<file path="config.mk">
export PLATFORM = sky130hd
export DESIGN_NAME = flashPollTop
export DESIGN_NICKNAME = d
export VERILOG_FILES = /design/src/rtl/flash_poll_pkg.sv /design/src/rtl/flashPollDatapath.sv /design/src/rtl/flashPollCtrl.sv /design/src/rtl/flashPollTop.sv
export SDC_FILE = /design/constraint.sdc
export NUM_CORES = 1
export LEC_CHECK = 0
export CAP_MARGIN = 20
export CELL_PAD_IN_SITES_DETAIL_PLACEMENT = 0
export CELL_PAD_IN_SITES_GLOBAL_PLACEMENT = 1
export CORE_MARGIN = 8
export CORE_UTILIZATION = 36
export DETAILED_ROUTE_END_ITERATION = 16
export HOLD_SLACK_MARGIN = 0.06
export PLACE_DENSITY_LB_ADDON = 0.05
export SYNTH_ARGS = -nofsm -noshare
export SYNTH_HDL_FRONTEND = slang
export SYNTH_SLANG_ARGS = --single-unit
</file>
<file path="constraint.sdc">
create_clock -name clk -period 2.7 [get_ports clk]
set_input_delay 0.675 -clock clk [delete_from_list [all_inputs] [get_ports clk]]
set_output_delay 0.675 -clock clk [all_outputs]
set_load 0.005 [all_outputs]
</file>
<file path="src/rtl/flash_poll_pkg.sv">
package flash_poll_pkg;

  localparam int POLL_BIT   = 7;
  localparam int TOGGLE_BIT = 6;
  localparam int ERR_BIT    = 5;

  typedef enum logic [1:0] {
    ST_IDLE,
    ST_ISSUE,
    ST_WAIT
  } poll_state_e;

  typedef enum logic [2:0] {
    PH_DP_MAIN,
    PH_DP_CONFIRM,
    PH_TG_FIRST,
    PH_TG_POLL,
    PH_TG_CONF1,
    PH_TG_CONF2
  } poll_phase_e;

  typedef struct packed {
    logic loadJob;
    logic capturePrev;
    logic setPass;
    logic setFail;
    logic wdogRun;
  } poll_strobe_t;

endpackage

</file>
<file path="src/rtl/flashPollDatapath.sv">
module flashPollDatapath
  import flash_poll_pkg::*;
#(
  parameter int AW         = 18,
  parameter int DW         = 8,
  parameter bit WDOG_EN    = 1'b1,
  parameter int WDOG_LIMIT = 4096
) (
  input  logic          clk,
  input  logic          rstN,
  input  poll_strobe_t  strobe,
  input  logic [AW-1:0] targetAddr,
  input  logic          expectBit,
  input  logic [DW-1:0] rdData,
  output logic [AW-1:0] rdAddr,
  output logic          pollMatch,
  output logic          toggleSeen,
  output logic          errSeen,
  output logic          wdogExpired,
  output logic          done,
  output logic          pass,
  output logic          fail
);

  logic [AW-1:0] addrReg;
  logic          expectReg;
  logic          prevToggle;

  always_ff @(posedge clk) begin
    if (!rstN) begin
      addrReg    <= '0;
      expectReg  <= 1'b0;
      prevToggle <= 1'b0;
    end else begin
      if (strobe.loadJob) begin
        addrReg   <= targetAddr;
        expectReg <= expectBit;
      end
      if (strobe.capturePrev) prevToggle <= rdData[TOGGLE_BIT];
    end
  end

  always_ff @(posedge clk) begin
    if (!rstN) begin
      done <= 1'b0;
      pass <= 1'b0;
      fail <= 1'b0;
    end else if (strobe.loadJob) begin
      done <= 1'b0;
      pass <= 1'b0;
      fail <= 1'b0;
    end else if (strobe.setPass) begin
      done <= 1'b1;
      pass <= 1'b1;
    end else if (strobe.setFail) begin
      done <= 1'b1;
      fail <= 1'b1;
    end
  end

  assign rdAddr     = addrReg;
  assign pollMatch  = (rdData[POLL_BIT] == expectReg);
  assign toggleSeen = (rdData[TOGGLE_BIT] != prevToggle);
  assign errSeen    = rdData[ERR_BIT];

  generate
    if (WDOG_EN) begin : g_wdog
      localparam int CW = $clog2(WDOG_LIMIT + 1);
      localparam logic [CW-1:0] LAST = CW'(WDOG_LIMIT - 1);
      logic [CW-1:0] cycleCnt;

      always_ff @(posedge clk) begin
        if (!rstN)                cycleCnt <= '0;
        else if (strobe.loadJob)  cycleCnt <= '0;
        else if (strobe.wdogRun)  cycleCnt <= cycleCnt + 1'b1;
      end

      assign wdogExpired = (cycleCnt == LAST);
    end else begin : g_nowdog
      assign wdogExpired = 1'b0;
    end
  endgenerate

endmodule

</file>
<file path="src/rtl/flashPollCtrl.sv">
module flashPollCtrl
  import flash_poll_pkg::*;
(
  input  logic         clk,
  input  logic         rstN,
  input  logic         startPulse,
  input  logic         modeToggle,
  input  logic         rdValid,
  input  logic         pollMatch,
  input  logic         toggleSeen,
  input  logic         errSeen,
  input  logic         wdogExpired,
  output poll_strobe_t strobe,
  output logic         rdReq
);

  poll_state_e state, nextState;
  poll_phase_e phase, nextPhase;

  always_ff @(posedge clk) begin
    if (!rstN) begin
      state <= ST_IDLE;
      phase <= PH_DP_MAIN;
    end else begin
      state <= nextState;
      phase <= nextPhase;
    end
  end

  always_comb begin
    strobe    = '0;
    nextState = state;
    nextPhase = phase;

    unique case (state)
      ST_IDLE: begin
        if (startPulse) begin
          strobe.loadJob = 1'b1;
          nextPhase      = modeToggle ? PH_TG_FIRST : PH_DP_MAIN;
          nextState      = ST_ISSUE;
        end
      end

      ST_ISSUE: begin
        strobe.wdogRun = 1'b1;
        nextState      = ST_WAIT;
      end

      ST_WAIT: begin
        strobe.wdogRun = 1'b1;
        if (rdValid) begin
          nextState = ST_ISSUE;
          unique case (phase)
            PH_DP_MAIN: begin
              if (pollMatch)    strobe.setPass = 1'b1;
              else if (errSeen) nextPhase = PH_DP_CONFIRM;
            end
            PH_DP_CONFIRM: begin
              if (pollMatch) strobe.setPass = 1'b1;
              else           strobe.setFail = 1'b1;
            end
            PH_TG_FIRST: begin
              strobe.capturePrev = 1'b1;
              nextPhase          = PH_TG_POLL;
            end
            PH_TG_POLL: begin
              if (!toggleSeen) begin
                strobe.setPass = 1'b1;
              end else if (!errSeen) begin
                strobe.capturePrev = 1'b1;
              end else begin
                nextPhase = PH_TG_CONF1;
              end
            end
            PH_TG_CONF1: begin
              strobe.capturePrev = 1'b1;
              nextPhase          = PH_TG_CONF2;
            end
            PH_TG_CONF2: begin
              if (toggleSeen) strobe.setFail = 1'b1;
              else            strobe.setPass = 1'b1;
            end
            default: nextPhase = PH_DP_MAIN;
          endcase
          if (strobe.setPass || strobe.setFail) nextState = ST_IDLE;
        end
      end

      default: nextState = ST_IDLE;
    endcase

    if (state != ST_IDLE && !strobe.setPass && !strobe.setFail && wdogExpired) begin
      strobe.setFail = 1'b1;
      nextState      = ST_IDLE;
    end
  end

  assign rdReq = (state == ST_ISSUE);

endmodule

</file>
<file path="src/rtl/flashPollTop.sv">
module flashPollTop
  import flash_poll_pkg::*;
#(
  parameter int AW         = 18,
  parameter int DW         = 8,
  parameter bit WDOG_EN    = 1'b1,
  parameter int WDOG_LIMIT = 4096
) (
  input  logic          clk,
  input  logic          rstN,
  input  logic          startPulse,
  input  logic          modeToggle,
  input  logic          expectBit,
  input  logic [AW-1:0] targetAddr,
  output logic          rdReq,
  output logic [AW-1:0] rdAddr,
  input  logic          rdValid,
  input  logic [DW-1:0] rdData,
  output logic          done,
  output logic          pass,
  output logic          fail
);

  poll_strobe_t strobe;
  logic pollMatch, toggleSeen, errSeen, wdogExpired;

  flashPollCtrl u_ctrl (
    .clk         (clk),
    .rstN        (rstN),
    .startPulse  (startPulse),
    .modeToggle  (modeToggle),
    .rdValid     (rdValid),
    .pollMatch   (pollMatch),
    .toggleSeen  (toggleSeen),
    .errSeen     (errSeen),
    .wdogExpired (wdogExpired),
    .strobe      (strobe),
    .rdReq       (rdReq)
  );

  flashPollDatapath #(
    .AW         (AW),
    .DW         (DW),
    .WDOG_EN    (WDOG_EN),
    .WDOG_LIMIT (WDOG_LIMIT)
  ) u_dp (
    .clk         (clk),
    .rstN        (rstN),
    .strobe      (strobe),
    .targetAddr  (targetAddr),
    .expectBit   (expectBit),
    .rdData      (rdData),
    .rdAddr      (rdAddr),
    .pollMatch   (pollMatch),
    .toggleSeen  (toggleSeen),
    .errSeen     (errSeen),
    .wdogExpired (wdogExpired),
    .done        (done),
    .pass        (pass),
    .fail        (fail)
  );

endmodule

</file>
# == After elaboration in Yosys (flattened, before gate mapping) ==
# Index checks and enable logic that the tools add are counted.
# totals
register_bits,41
out_inout_bits,22
word_cells,84
# classes
addsub,1
eq_ne,17
n_mux,34
bitwise,2
n_reduce_logical,21
# op_table
cell,n
3-bit two-way mux,8
1-bit two-way mux,17
3-bit one-hot mux with 5 select lines,1
2-bit OR reduction,7
"13-bit by 1-bit adder with 13-bit output, second input constant",1
"13-bit by 12-bit == test with 1-bit output, second input constant",1
"3-bit != test, second input constant",3
8-bit AND reduction,1
"3-bit by 2-bit == test with 1-bit output, second input constant",2
"3-bit == test, second input constant",2
2-bit two-way mux,3
"2-bit != test, second input constant",3
1-bit one-hot mux with 2 select lines,3
2-bit one-hot mux with 3 select lines,1
3-bit one-hot mux with 2 select lines,1
2-bit nonzero test,3
2-bit AND reduction,2
"3-bit by 1-bit == test with 1-bit output, second input constant",1
1-bit logical AND,3
3-bit logical NOT,1
"3-bit by 2-bit != test with 1-bit output, second input constant",1
"2-bit by 1-bit == test with 1-bit output, second input constant",1
"2-bit == test, second input constant",1
1-bit logical NOT,2
5 further kinds,6

# == Depth between registers and ports, before layout ==
# logic_depth
ltp_word,14
ltp_mapped,7
mapped_depth_nobuf,7

# == Modules after synthesis ==
# From an unflattened synthesis, not the netlist that was laid out.
# hier_totals
hier_cells,215
area_unflattened_um2,2028.2
# by_module_without_submodules
module,instances,cells_per_inst,area_per_inst_um2,seq_area_each_um2
flashPollDatapath,1,149,1512.7,720.7
flashPollCtrl,1,66,515.5,100.1

# == Least setup slack after synthesis ==
# Ideal clock, no wire load.
# synth_timing
path_kind,register to register
start,register u_ctrl.state[0]
end,register u_dp.g_wdog.cycleCnt[9]
arrival_ps,1485
setup_slack_ps,1088
stages_incl_launch_ff,8
path_buffers,0
synth_period_minus_slack_ps,1612
path_cell_list,dfxtp_1 inv_1 ha_1 nand4_1 nor3_1 nand4_1 xor2_1 nor2_1
# synth_rtl
item,line_no,rtl
"start, declared",flashPollCtrl.sv:17,"poll_state_e state, nextState;"
"start signal, assigned",flashPollCtrl.sv:25,state <= nextState;
"end signal, assigned",flashPollDatapath.sv:75,else if (strobe.wdogRun) cycleCnt <= cycleCnt + 1'b1;
"end, declared",flashPollDatapath.sv:70,logic [CW-1:0] cycleCnt;

# == Worst setup path in the final report ==
# layout_timing
start,register u_ctrl.state[1]
end,output rdReq
# layout_between
elab_chain_cells,1
# layout_lines
item,line_no,rtl
2-bit by 1-bit == test with 1-bit output,flashPollCtrl.sv:98,assign rdReq = (state == ST_ISSUE);
"end, declared",flashPollTop.sv:15,"output logic rdReq,"
# No other way between the ends.

==> results summary <==
Combinational logic burns 18.5% of the power. The insertion delay of the later-clocked pin in the worst-skew pair is 0.29 ns. The worst setup path is of the reg2out kind.

The number of instances in the synthesized netlist is 230. The number of clock buffers inserted by TritonCTS came out at 5. For this block, the initial DRC count from the detailed router was 35.

The clock transition at the registers of the reported paths came out at 0.08 ns. The worst setup path is captured at an output pin. The number of max-slew violations in the final report is 0. The period utilization is 76.0%.

54 I/O pins were placed. The kind of cell with the highest combined delay on the critical path is buffers and inverters. The CTS tree is built.

The slew at the pin closest to its max-slew limit is 0.538 ns. The wire length reported by the detailed router came out at 4490 um. The sequential-to-total area share from yosys stat came out at 44.6%.

The met1 track demand over resource in global routing is 13.7%. In this run the most used layer during global routing was met2. The power density of the placed cells is 516 nW/um^2.

The via count of the first global-routing pass was 1641. Relative to the synthesized area, the layout overhead comes to 34.5%. The buffer type at the clock tree root is sky130_fd_sc_hd__clkbuf_8. The number of buffers inserted by port buffering came out at 48.

The number of antenna violations at the first check in global routing came out at 0. In the global route stage, met2 resource usage came out at 20.8%. At the end of routability-driven placement, the weighted congestion stood at 0.803. The run finished with clean final reports. The cell leakage power came out at 0.902 nW.

The signal on the critical path passes through inv_1, ha_1, clkdlybuf4s50_1. The detailed-route DRC error count came out at 0. The number of standard-cell rows in the floorplan is 26.

The clock passes through at most 2 buffers. The worst-case IR drop observed on VDD is 0.000244 V. The die outline width came out at 87.5 um.

The clock share of power came out at 30.3%. The largest fanout on the critical path came out at 4. The mapped cell area is 1840 um^2. The combined buffer and inverter count along the critical path is 2. Entering global routing, the biggest net connects 22 pins. The net count of the finished layout came out at 315. In the layout the commonest cells are sky130_fd_sc_hd__nand2_1, sky130_fd_sc_hd__clkdlybuf4s50_1, sky130_fd_sc_hd__dfxtp_1, sky130_fd_sc_hd__a21oi_1, sky130_fd_sc_hd__nor2_1.

The register bit count reported by yosys is 41. The initial cell density of the core came out at 36.8%. The core footprint came out at 5010 um^2. Setup repair after global routing left no endpoint under its margin.

The count of antenna-violating nets left after detailed routing came out at 0. Leaving out fill and tap cells, the most frequent cell in the layout is sky130_fd_sc_hd__nand2_1. The number of antenna diodes in the final layout is 0.

The number of sinks handled by clock tree synthesis is 41. The arrival time at the worst endpoint is 1.38 ns. Detailed placement finished with a half-perimeter wire length of 3230 um. The mean post-synth cell area is 8.01 um^2. The data required time at the worst endpoint came out at 2.03 ns. The post-synthesis cell type count came out at 36. The worst setup path is launched from a flop. The switching share of power is 26.7%. The maximum single-stage delay on the critical path came out at 0.45 ns.

The global-route track usage on met3 is 4.72%. The die is 87.5 um tall. The overall die area is 7660 um^2.

Among all stages on the critical path, the largest delay is contributed by sky130_fd_sc_hd__clkdlybuf4s50_1. The iteration count of the initial detailed-routing pass came out at 4. The H-tree depth is 2.

The post-layout minimum cycle time is 2.05 ns. For the final database, setup skew stands at 0.00456 ns. The routed wire length per instance came out at 12.9 um.

The global-route usage over all layers came out at 12.3%. The first-pass GRT wire length is 7460 um. The quantity of gates resized following cts came out at 0. Post-CTS timing repair inserted 0 buffers for setup. The reported max-cap violation count came out at 0. The kind of path behind the tightest hold check is reg2reg.

Summed over all nets, the switching power comes to 0.000342 W. The share of post-route cells with drive strength above 1 came out at 5.38%. The final-layout setup total negative slack came out at 0 ns. The sequential group share of total power came out at 51.2%. The number of warning messages in the yosys log came out at 0. The count of final hold-check violations is 0. The internal power is 0.000937 W. For this design, the CTS-stage hold fixing added 0 buffers.

The final count of negative-setup-slack endpoints came out at 0. Derived from the worst setup path, the maximum achievable clock frequency is 0.487 GHz. The flop-to-flop setup slack is 0.82 ns. The net count after synthesis came out at 267.

The post-detailed-route via-to-cell ratio came out at 4.70. For this run the aggregate overflow at the end of global routing stands at 0. The design area is 2480 um^2. The normalized max-slew margin came out at 64.2%.

The total via count in the routed design is 1640. The cell area after placement is 2390 um^2.
[kinds of logic (layout without fill, tap and decap cells)]
family                   count (synthesis)  in the layout  synth area share [%]
AND/OR/NAND/NOR                        102            102                  24.7
XOR/XNOR                                15             15                  7.13
multiplexers                             3              3                  1.63
buffers and inverters                   16             65                  3.26
AO/OA/AOI/OAI                           48             48                  15.3
adder cells (fa/ha/maj)                  5              5                  3.40
flip-flops                              41             41                  44.6
[sequential cells by signal (all words and copies together) (netlist names)]
name and count:
u_dp.done 1, u_dp.fail 1, u_ctrl.phase 3, u_dp.prevToggle 1, u_dp.expectReg 1, u_dp.rdAddr 18
u_dp.pass 1, u_ctrl.state 2, u_dp.g_wdog.cycleCnt 13
[power by group through the flow]
stage | registers [W] | logic (W) | clock network, W
floorplan | 0.000667 | 0.000121 | 0
global placement | 0.000669 | 0.000241 | 0
detailed placement | 0.000670 | 0.000240 | 0
CTS | 0.000655 | 0.000241 | 0.000408
global route | 0.000661 | 0.000265 | 0.000433
finish | 0.000655 | 0.000236 | 0.000387
[cells in the mapped netlist (all sizes together)]
library cell | n | share of area, %
a21bo | 1 | 0.54
and3 | 2 | 0.75
or3 | 1 | 0.41
nor2 | 23 | 4.7
nand4 | 3 | 1.0
nand2 | 52 | 11
xnor2 | 6 | 2.9
a21o | 1 | 0.41
nand3 | 5 | 1.6
and2 | 1 | 0.34
nor4 | 1 | 0.34
a21oi | 28 | 7.6
nor2b | 1 | 0.34
mux2i | 3 | 1.6
nand2b | 5 | 1.7
clkbuf | 10 | 2.0
or4 | 1 | 0.41
o2111ai | 1 | 0.48
o21bai | 1 | 0.41
and4 | 1 | 0.61
nor3 | 4 | 1.1
a2bb2oi | 1 | 0.48
nand3b | 2 | 0.81
a32oi | 1 | 0.48
o22ai | 2 | 0.68
o21ai | 7 | 1.9
o31a | 2 | 0.95
ha | 5 | 3.4
dfxtp | 41 | 45
xor2 | 9 | 4.3
a2111oi | 2 | 0.95
inv | 6 | 1.2
a21boi | 1 | 0.41
[worst paths after layout]
check	startpoint	end	depth (start not counted)
max	u_ctrl.state[1]	rdReq	3
min reg2reg	u_dp.rdAddr[13]	u_dp.rdAddr[13]	2
max reg2reg	u_ctrl.state[0]	u_dp.g_wdog.cycleCnt[9]	7
min	u_dp.rdAddr[13]	u_dp.rdAddr[13]	2
[per-stage QoR]
| stage | hold slack (ns) | power, W | util (%) | setup WS, ns | instances |
|---|---|---|---|---|---|
| floorplan | 0.453 | 0.000788 | - | 1.09 | 230 |
| global placement | 0.442 | 0.000910 | 47.8 | 0.371 | 341 |
| detailed placement | 0.446 | 0.000910 | 47.8 | 0.375 | 341 |
| CTS | 0.458 | 0.00130 | 49.5 | 0.622 | 349 |
| global route | 0.473 | 0.00136 | 49.5 | 0.526 | 349 |
| finish | 0.455 | 0.00128 | 49.5 | 0.648 | 349 |
[worst min-delay path, stage by stage (launching register included)]
cell	delay (ns)
sky130_fd_sc_hd__dfxtp_1	0.31
sky130_fd_sc_hd__nand2_1	0.05
sky130_fd_sc_hd__a21oi_1	0.05
[metal layers]
layer / vias to the layer above / share of wire [%]
li1: 868 / -
met1: 741 / 45
met2: 27 / 48
met3: 4 / 6.8
met4: 0 / 0.71
met5: - / 0
[layout make-up]
type                            instances  area, um^2
Clock inverter                          2        10.0
Sequential cell                        41         821
Clock buffer                            6        72.6
Tap cell                               70        87.6
Fill cell                             540        2530
Inverter                                6        22.5
Timing Repair Buffer                   51         503
Multi-Input combinational cell        173         961
(Power assumes the default switching activity.)
